$ cat src/rtl/evt_scan_pkg.sv
`timescale 1ns/1ps
package evt_scan_pkg;

  localparam int unsigned KINDS  = 4;
  localparam int unsigned KIND_W = 2;

  typedef enum logic [1:0] {
    EVK_RX   = 2'd0,
    EVK_TX   = 2'd1,
    EVK_CON  = 2'd2,
    EVK_COFF = 2'd3
  } evt_kind_e;

  typedef enum logic [1:0] {
    SC_IDLE   = 2'd0,
    SC_SEARCH = 2'd1,
    SC_HELD   = 2'd2
  } scan_state_e;

  // slot number of a (line, kind) pair
  function automatic int unsigned slot_of(input int unsigned line, input int unsigned kind);
    return line * KINDS + kind;
  endfunction

  // circular successor of a slot in a ring of 'total' slots
  function automatic int unsigned step_fwd(input int unsigned p, input int unsigned total);
    return (p + 1 == total) ? 0 : p + 1;
  endfunction

endpackage

$ cat src/rtl/evt_flag_bank.sv
`timescale 1ns/1ps
module evt_flag_bank #(
  parameter int unsigned SLOTS = 128
) (
  input  logic             clk,
  input  logic             rst_n,
  input  logic [SLOTS-1:0] set_mask,
  input  logic [SLOTS-1:0] clr_mask,
  output logic [SLOTS-1:0] flags
);

  // set wins over clear in the same cycle
  for (genvar s = 0; s < SLOTS; s++) begin : g_slot
    always_ff @(posedge clk) begin
      if (!rst_n)
        flags[s] <= 1'b0;
      else if (set_mask[s])
        flags[s] <= 1'b1;
      else if (clr_mask[s])
        flags[s] <= 1'b0;
    end
  end

endmodule

$ cat src/rtl/evt_scan_ctrl.sv
`timescale 1ns/1ps
module evt_scan_ctrl
  import evt_scan_pkg::*;
#(
  parameter int unsigned SLOTS = 128,
  localparam int unsigned PW   = $clog2(SLOTS)
) (
  input  logic             clk,
  input  logic             rst_n,
  input  logic [SLOTS-1:0] flags,
  input  logic [SLOTS-1:0] rst_mask,
  input  logic             any_set,
  input  logic             rd_stb,
  output logic [PW-1:0]    ptr,
  output logic             held,
  output logic             busy,
  output logic             take,
  output logic             hit
);

  scan_state_e   state;
  logic [PW-1:0] cnt;
  logic [PW-1:0] nxt;
  logic          circle_done;

  assign nxt         = PW'(step_fwd(int'(ptr), SLOTS));
  assign hit         = (state == SC_SEARCH) && flags[nxt] && !rst_mask[nxt];
  assign circle_done = (cnt == PW'(SLOTS - 1));
  assign held        = (state == SC_HELD);
  assign busy        = (state == SC_SEARCH);
  assign take        = held && rd_stb;

  always_ff @(posedge clk) begin
    if (!rst_n) begin
      state <= SC_IDLE;
      ptr   <= PW'(SLOTS - 1);
      cnt   <= '0;
    end else begin
      unique case (state)
        SC_IDLE: begin
          if (any_set) begin
            state <= SC_SEARCH;
            cnt   <= '0;
          end
        end
        SC_SEARCH: begin
          ptr <= nxt;
          if (hit) begin
            state <= SC_HELD;
          end else if (any_set) begin
            cnt <= '0;
          end else if (circle_done) begin
            state <= SC_IDLE;
          end else begin
            cnt <= cnt + 1'b1;
          end
        end
        SC_HELD: begin
          if (rd_stb) begin
            state <= SC_SEARCH;
            cnt   <= '0;
          end
        end
        default: state <= SC_IDLE;
      endcase
    end
  end

endmodule

$ cat src/rtl/evt_irq_steer.sv
`timescale 1ns/1ps
module evt_irq_steer
  import evt_scan_pkg::*;
#(
  parameter int unsigned LINES = 32,
  localparam int unsigned LW   = $clog2(LINES),
  localparam int unsigned PW   = LW + KIND_W
) (
  input  logic          held,
  input  logic [PW-1:0] ptr,
  output logic [KINDS-1:0] irq,
  output logic [LW-1:0] rd_line
);

  for (genvar k = 0; k < KINDS; k++) begin : g_lvl
    assign irq[k] = held && (ptr[KIND_W-1:0] == KIND_W'(k));
  end

  assign rd_line = held ? ptr[PW-1:KIND_W] : '0;

endmodule

$ cat src/rtl/evt_scanner.sv
`timescale 1ns/1ps
module evt_scanner
  import evt_scan_pkg::*;
#(
  parameter int unsigned LINES = 32
) (
  input  logic                     clk,
  input  logic                     rst_n,
  input  logic [LINES-1:0]         rx_evt,
  input  logic [LINES-1:0]         tx_evt,
  input  logic [LINES-1:0]         con_evt,
  input  logic [LINES-1:0]         coff_evt,
  input  logic [LINES-1:0]         line_rst,
  input  logic                     rd_stb,
  output logic [$clog2(LINES)-1:0] rd_line,
  output logic [3:0]               irq,
  output logic                     busy
);

  localparam int unsigned SLOTS = LINES * KINDS;
  localparam int unsigned PW    = $clog2(SLOTS);

  logic [SLOTS-1:0] set_mask;
  logic [SLOTS-1:0] rst_mask;
  logic [SLOTS-1:0] take_mask;
  logic [SLOTS-1:0] flags;
  logic [PW-1:0]    ptr;
  logic             held;
  logic             take;
  logic             hit;
  logic             any_set;

  for (genvar l = 0; l < LINES; l++) begin : g_line
    assign set_mask[slot_of(l, EVK_RX)]   = rx_evt[l];
    assign set_mask[slot_of(l, EVK_TX)]   = tx_evt[l];
    assign set_mask[slot_of(l, EVK_CON)]  = con_evt[l];
    assign set_mask[slot_of(l, EVK_COFF)] = coff_evt[l];
    assign rst_mask[l*KINDS +: KINDS]     = {KINDS{line_rst[l]}};
  end

  for (genvar s = 0; s < SLOTS; s++) begin : g_take
    assign take_mask[s] = take && (ptr == PW'(s));
  end

  assign any_set = |set_mask;

  evt_flag_bank #(.SLOTS(SLOTS)) u_bank (
    .clk      (clk),
    .rst_n    (rst_n),
    .set_mask (set_mask),
    .clr_mask (rst_mask | take_mask),
    .flags    (flags)
  );

  evt_scan_ctrl #(.SLOTS(SLOTS)) u_ctrl (
    .clk      (clk),
    .rst_n    (rst_n),
    .flags    (flags),
    .rst_mask (rst_mask),
    .any_set  (any_set),
    .rd_stb   (rd_stb),
    .ptr      (ptr),
    .held     (held),
    .busy     (busy),
    .take     (take),
    .hit      (hit)
  );

  evt_irq_steer #(.LINES(LINES)) u_steer (
    .held    (held),
    .ptr     (ptr),
    .irq     (irq),
    .rd_line (rd_line)
  );

endmodule

$ cat config.mk
export PLATFORM = sky130hd
export DESIGN_NAME = evt_scanner
export DESIGN_NICKNAME = d
export VERILOG_FILES = /design/src/rtl/evt_scan_pkg.sv /design/src/rtl/evt_flag_bank.sv /design/src/rtl/evt_scan_ctrl.sv /design/src/rtl/evt_irq_steer.sv /design/src/rtl/evt_scanner.sv
export SDC_FILE = /design/constraint.sdc
export NUM_CORES = 1
export LEC_CHECK = 0
export BUFFER_PORTS_ARGS = -buffer_cell sky130_fd_sc_hd__buf_2
export CAP_MARGIN = 20
export CORE_AREA = 4 4 150 109
export CTS_CLUSTER_DIAMETER = 200
export DETAILED_ROUTE_END_ITERATION = 12
export DIE_AREA = 0 0 154 113
export GPL_TIMING_DRIVEN = 0
export PLACE_DENSITY = 0.71
export SLEW_MARGIN = 20
export SYNTH_ARGS = -nofsm -noshare
export SYNTH_HDL_FRONTEND = slang
export SYNTH_SLANG_ARGS = --single-unit
export TNS_END_PERCENT = 50
$ cat constraint.sdc
create_clock -name clk -period 7.2 [get_ports clk]
set_input_delay 0.72 -clock clk [delete_from_list [all_inputs] [get_ports clk]]
set_output_delay 0.72 -clock clk [all_outputs]
set_load 0.03 [all_outputs]
==> Word-level counts from Yosys, hierarchy flattened <==
Cells that the tools add are included.
{ "op_classes": {"mux": 274, "n_addsub": 2, "n_bitwise": 1, "magnitude_cmp": 1, "n_reduce_logical": 271, "n_eq_ne": 140} }
{ "op_table": {"columns": ["cell", "n"], "rows": [
  ["7-bit equality test (second input constant)", 65],
  ["1-bit 2-to-1 mux", 258],
  ["2-bit nonzero test", 128],
  ["7-bit by 6-bit equality test with 1-bit output (second input constant)", 32],
  ["1-bit logical AND", 135],
  ["128-bit bitwise OR", 1],
  ["128-bit OR reduction", 1],
  ["7-bit by 5-bit equality test with 1-bit output (second input constant)", 16],
  ["7-bit by 4-bit equality test with 1-bit output (second input constant)", 8],
  ["7-bit 2-to-1 mux", 6],
  ["7-bit by 3-bit equality test with 1-bit output (second input constant)", 4],
  ["7-bit case mux with 3 select lines", 1],
  ["1-bit binary-select mux with 7-bit select", 2],
  ["7-bit by 2-bit equality test with 1-bit output (second input constant)", 2],
  ["2-bit 2-to-1 mux", 5],
  ["7-bit by 1-bit adder with 8-bit output (second input constant)", 1],
  ["8-bit equality test (second input constant)", 1],
  ["7-bit by 8-bit < comparator with 1-bit output (second input constant)", 1],
  ["7-bit by 1-bit adder with 7-bit output (second input constant)", 1],
  ["7-bit by 1-bit equality test with 1-bit output (second input constant)", 1],
  ["7-bit zero test", 1],
  ["2-bit equality test (second input constant)", 3],
  ["2-bit != test (second input constant)", 3],
  ["3-bit != test (second input constant)", 2],
  ["9 further kinds", 11]
]} }
{ "totals": {"word_cells": 820, "register_bits": 144, "in_bits": 163, "out_inout_bits": 10} }

==> Logic depth before layout (Yosys ltp) <==
{ "logic_depth": {"ltp_word": 9, "ltp_mapped": 16, "ltp_nobuf": 10} }

==> Hierarchy <==
Synthesis repeated with hierarchy kept, for this count alone.
{ "unflattened": {"hier_cells": 1036, "hier_area_um2": 8944.8} }
{ "by_module_without_submodules": {"columns": ["mod", "seq_area_each_um2", "cells_per_inst", "n_inst", "area_per_inst_um2"], "rows": [
  ["evt_flag_bank", 2562.5, 398, 1, 4478.0],
  ["evt_scan_ctrl", 320.3, 396, 1, 2835.2],
  ["evt_scanner", 0.0, 233, 1, 1554.0],
  ["evt_irq_steer", 0.0, 9, 1, 77.6]
]} }

==> Worst setup path after synthesis <==
Ideal clock, no wire load.
{ "synth_path": {"path_type": "flip-flop to flip-flop", "from": "reg u_ctrl.ptr[0]", "to": "reg u_ctrl.cnt[6]", "synth_period_minus_slack_ps": 3460, "setup_ps": 119, "n_path_buf": 5, "setup_slack_ps": 3740, "path_stages_with_launch": 15, "arrival_ps": 3341, "required_ps": 7081, "cell_sequence": "dfxtp_1 buf_2 buf_1 inv_1 ha_1 buf_6 buf_8 buf_6 mux4_2 a32oi_1 o32ai_1 a221oi_2 a41oi_2 or2_4 o221a_1"} }
{ "synth_between": {"elab_chain_len": 9, "elab_cells_between_ends": 12, "classes_between": "add/sub (1); eq/ne (2); mux (5); reduce/logical (4)"} }
{ "synth_rtl": {"columns": ["element", "line_no", "rtl"], "rows": [
  ["start, declared", "evt_scan_ctrl.sv:14", "output logic [PW-1:0] ptr,"],
  ["start signal, assigned", "evt_scan_ctrl.sv:36", "ptr <= PW'(SLOTS - 1);"],
  ["start signal, assigned", "evt_scan_ctrl.sv:47", "ptr <= nxt;"],
  ["7-bit by 1-bit adder with 8-bit output *", "evt_scan_pkg.sv:27", "return (p + 1 == total) ? 0 : p + 1;"],
  ["8-bit equality test", "evt_scan_pkg.sv:27", null],
  ["7-bit 2-to-1 mux *", "evt_scan_pkg.sv:27", null],
  ["named net u_ctrl.nxt[1]", "evt_scan_ctrl.sv:23", "logic [PW-1:0] nxt;"],
  ["1-bit binary-select mux with 7-bit select", "evt_scan_ctrl.sv:27", "assign hit = (state == SC_SEARCH) && flags[nxt] && !rst_mask[nxt];"],
  ["1-bit 2-to-1 mux (implied by the code)", "evt_scan_ctrl.sv:27", null],
  ["1-bit logical AND / 1-bit zero test (equally long branches)", "evt_scan_ctrl.sv:27", null],
  ["1-bit logical AND *", "evt_scan_ctrl.sv:27", null],
  ["2-bit != test (no source line) *", null, null],
  ["5-bit AND reduction (no source line) *", null, null],
  ["end signal, assigned", "evt_scan_ctrl.sv:55", "cnt <= cnt + 1'b1;"],
  ["end, declared", "evt_scan_ctrl.sv:22", "logic [PW-1:0] cnt;"]
]} }
The timed path passes the listed nets; every way through them passes the cells marked *. The select of a mux whose other input is x is not followed.
A chain may end at the register's enable or synchronous reset.

==> Worst setup path after layout <==
{ "layout_path": {"from": "reg u_ctrl.ptr[0]", "to": "reg u_ctrl.cnt[2]"} }
Same word-level chain as after synthesis.

==> run metrics <==
outcome=complete, no violations; Seq/Total Area, Yosys=39.40%; share of layout cells above drive strength 1=22.81%; die footprint=0.01740 mm²; IO Count=173; Initial Utilization=48.54%; Detailed Routing Iterations Pass 1=5; H-tree depth=4; Worst Path Required=7490 ps; endpoints failing setup=0; synthesized area per cell=8.111 µm²; synth warn=0; clock slew at reported path FFs=60 ps; Max Fclk=215.8 MHz; crit path launch type=register; # rows=38; WHS=493.3 ps; Pwr Density=369.3 mW/mm²; Final Max Slew Viols=0; vias in the first global route=7483; Routed WL=28470 µm; pin count of the biggest net entering global routing=17; Area contributors post-synth=dfxtp_1, a31oi_1, mux4_2; Placer Congestion=0.9298; Worst-Skew Late Latency=430 ps; CTS Buf Count=17; clk_skew=10.73 ps; TritonCTS clock tree=done; Pleak=0.003564 µW; Total GRT Usage=31.89%; Cell Chain, Critical Path=buf_2 > buf_1 > inv_1 > ha_1 > buf_6 > buf_8 > buf_6 > mux4_2 > a32oi_1 > o32ai_1 > a221oi_2 > a41oi_2 > buf_2 > a211oi_1 > o32ai_1; Die Y=113 µm; CTS resizes=0; Synth Net Count=1070; Cell Area, Synth=0.007316 mm²; Slowest-stage cell, CP=buf_1; maximum vdd drop=177.8 µV; MaxCap Viol Count=0; post-route ant nets=0; critical path arrival=4930 ps; Final Hold Vio Count=0; WP buf/inv=7; number of vias per cell=6.247; initial antenna violation count=0; async set or reset register ratio after synthesis=0%; postcts setup bufs=0; delay of the slowest cell on the worst path=700 ps; Clock Root Buffer=clkbuf_16; grt ovf=0; Worst Setup Path Type=register to register; Most used DFF post-synth=dfxtp_1; Syn Inst Count=902; DR WL/cell=21.81 µm; initial DRC count=1145; Yosys top cell by area=dfxtp_1; CP Max Fanout=10; via count=8152; Tightest Pin Transition=1155 ps; Post-synth EDFFs=0; top cell type's share of synthesized area=39.40%; first-pass GRT wire length=42580 µm; Period minus WS final=4635 ps; Distinct cells, synth=53; Detailed Place HPWL=20960 µm; Post-layout nets=1260; setup TNS=0 ps; Hold WC Path Type=register to register; Core Region=0.01507 mm²; Layout area overhead=23.40%; Seq cells post-synth=144; relative slew slack=22.85%; critical path's top delay family=buffers and inverters; CTS sink count=144; residual DRC count=0; RSZ-0062 raised after global routing=no; # diodes=0; Die X=154 µm; I/O Buffers=171; CP Capture Type=register; clock buffer depth=2; CTS Hold Bufs=0; Tcrit/Tclk final=64.37%
==> flip-flops by register name, indices dropped and copies added (netlist names) <==
register / cells
u_bank.flags: 128
u_ctrl.cnt: 7
u_ctrl.ptr: 7
u_ctrl.state: 2
==> report_power, final <==
group / switching, µW / total (µW) / internal (µW)
sequential: 44.2 / 911 / 867
combinational: 970 / 1520 / 546
clock: 367 / 907 / 540
==> synthesized netlist by cell type (9+ instances only) <==
cell type / n
and2_1: 10
nand2_1: 129
a32oi_1: 9
nand4_1: 9
nand3_1: 46
clkbuf_1: 44
nor4_1: 37
inv_1: 39
dfxtp_1: 144
mux4_2: 31
nor2_1: 167
a31oi_1: 130
==> layout make-up <==
cell class                      count  area [µm²]
Buffer                             55       246.5
Clock buffer                       21       470.5
Clock inverter                     11       130.1
Fill cell                        1381        6045
Inverter                           40       150.1
Multi-Input combinational cell    663        4041
Sequential cell                   144        2883
Tap cell                          200       250.2
Timing Repair Buffer              171       855.8
==> metal layers <==
layer,vias to the layer above,part of all wire (%),routed length (µm),GRT usage [%]
met4,5,3.0,843,9.059
met2,596,40,11390,44.71
met5,-,0.39,111,3.641
li1,3669,-,-,-
met1,3791,41,11660,45.91
met3,91,16,4458,11.62
==> cell families (layout without fill, tap and decap cells) <==
family	after synthesis	count (layout)	share of synthesized area, %
adders and majority gates	5	5	0.8551
and+or+nand+nor	432	432	26.15
muxes	34	34	10.18
DFF	144	144	39.40
AOI/OAI and AO/OA	181	181	16.47
xor gates and xnor gates	11	11	1.522
buffers and inverters	95	298	5.421
==> per-stage QoR <==
step / total power [µW] / std cells / worst slack (ps) / utilization, % / instance area (µm²)
3_3_place_gp: 2363 / 1273 / 2771 / 55.88 / 8422
6_report: 3334 / 1305 / 2565 / 59.90 / 9027
4_1_cts: 3271 / 1305 / 2755 / 59.86 / 9022
3_5_place_dp: 2370 / 1273 / 2752 / 55.88 / 8422
5_1_grt: 3468 / 1305 / 2464 / 59.90 / 9027
2_1_floorplan: 1941 / 902 / 3740 / - / 7316
==> layout by cell type, fill, tap and decap left out, types with 3 or more instances in the layout <==
| master | n |
|---|---|
| clkbuf_1 | 45 |
| o21ai_0 | 7 |
| o32ai_1 | 4 |
| nand3_1 | 46 |
| inv_1 | 39 |
| ha_1 | 5 |
| nor4_1 | 37 |
| nor3b_1 | 4 |
| nand2b_1 | 4 |
| nand3b_1 | 3 |
| and2_1 | 10 |
| xnor2_1 | 7 |
| a211oi_1 | 4 |
| clkbuf_16 | 17 |
| nor2_1 | 167 |
| buf_2 | 176 |
| a32oi_1 | 9 |
| a31oi_1 | 130 |
| mux4_2 | 31 |
| nor2b_1 | 3 |
| clkinvlp_4 | 4 |
| nand4_1 | 9 |
| nand2_1 | 129 |
| clkbuf_8 | 3 |
| and3_1 | 8 |
| nor3_1 | 4 |
| o211ai_1 | 5 |
| a21oi_1 | 7 |
| dfxtp_1 | 144 |
==> path summary, 6_finish.rpt <==
path,endpoint,slack (ps),cells past startpoint,from
worst max-delay path,u_ctrl.cnt[2],2570,15,u_ctrl.ptr[0]
worst min-delay path,u_bank.flags[124],490,2,u_bank.flags[124]
worst max register to register,u_ctrl.cnt[2],2570,15,u_ctrl.ptr[0]
worst min register to register,u_bank.flags[124],490,2,u_bank.flags[124]
==> worst register-to-register path, stage by stage (launching register included) <==
cell	delay, ps
dfxtp_1	360
buf_2	290
buf_1	700
inv_1	170
ha_1	340
buf_6	150
buf_8	200
buf_6	240
mux4_2	520
a32oi_1	360
o32ai_1	180
a221oi_2	280
a41oi_2	130
buf_2	280
a211oi_1	230
o32ai_1	100
No activity file was read; power rests on OpenSTA's default activity.
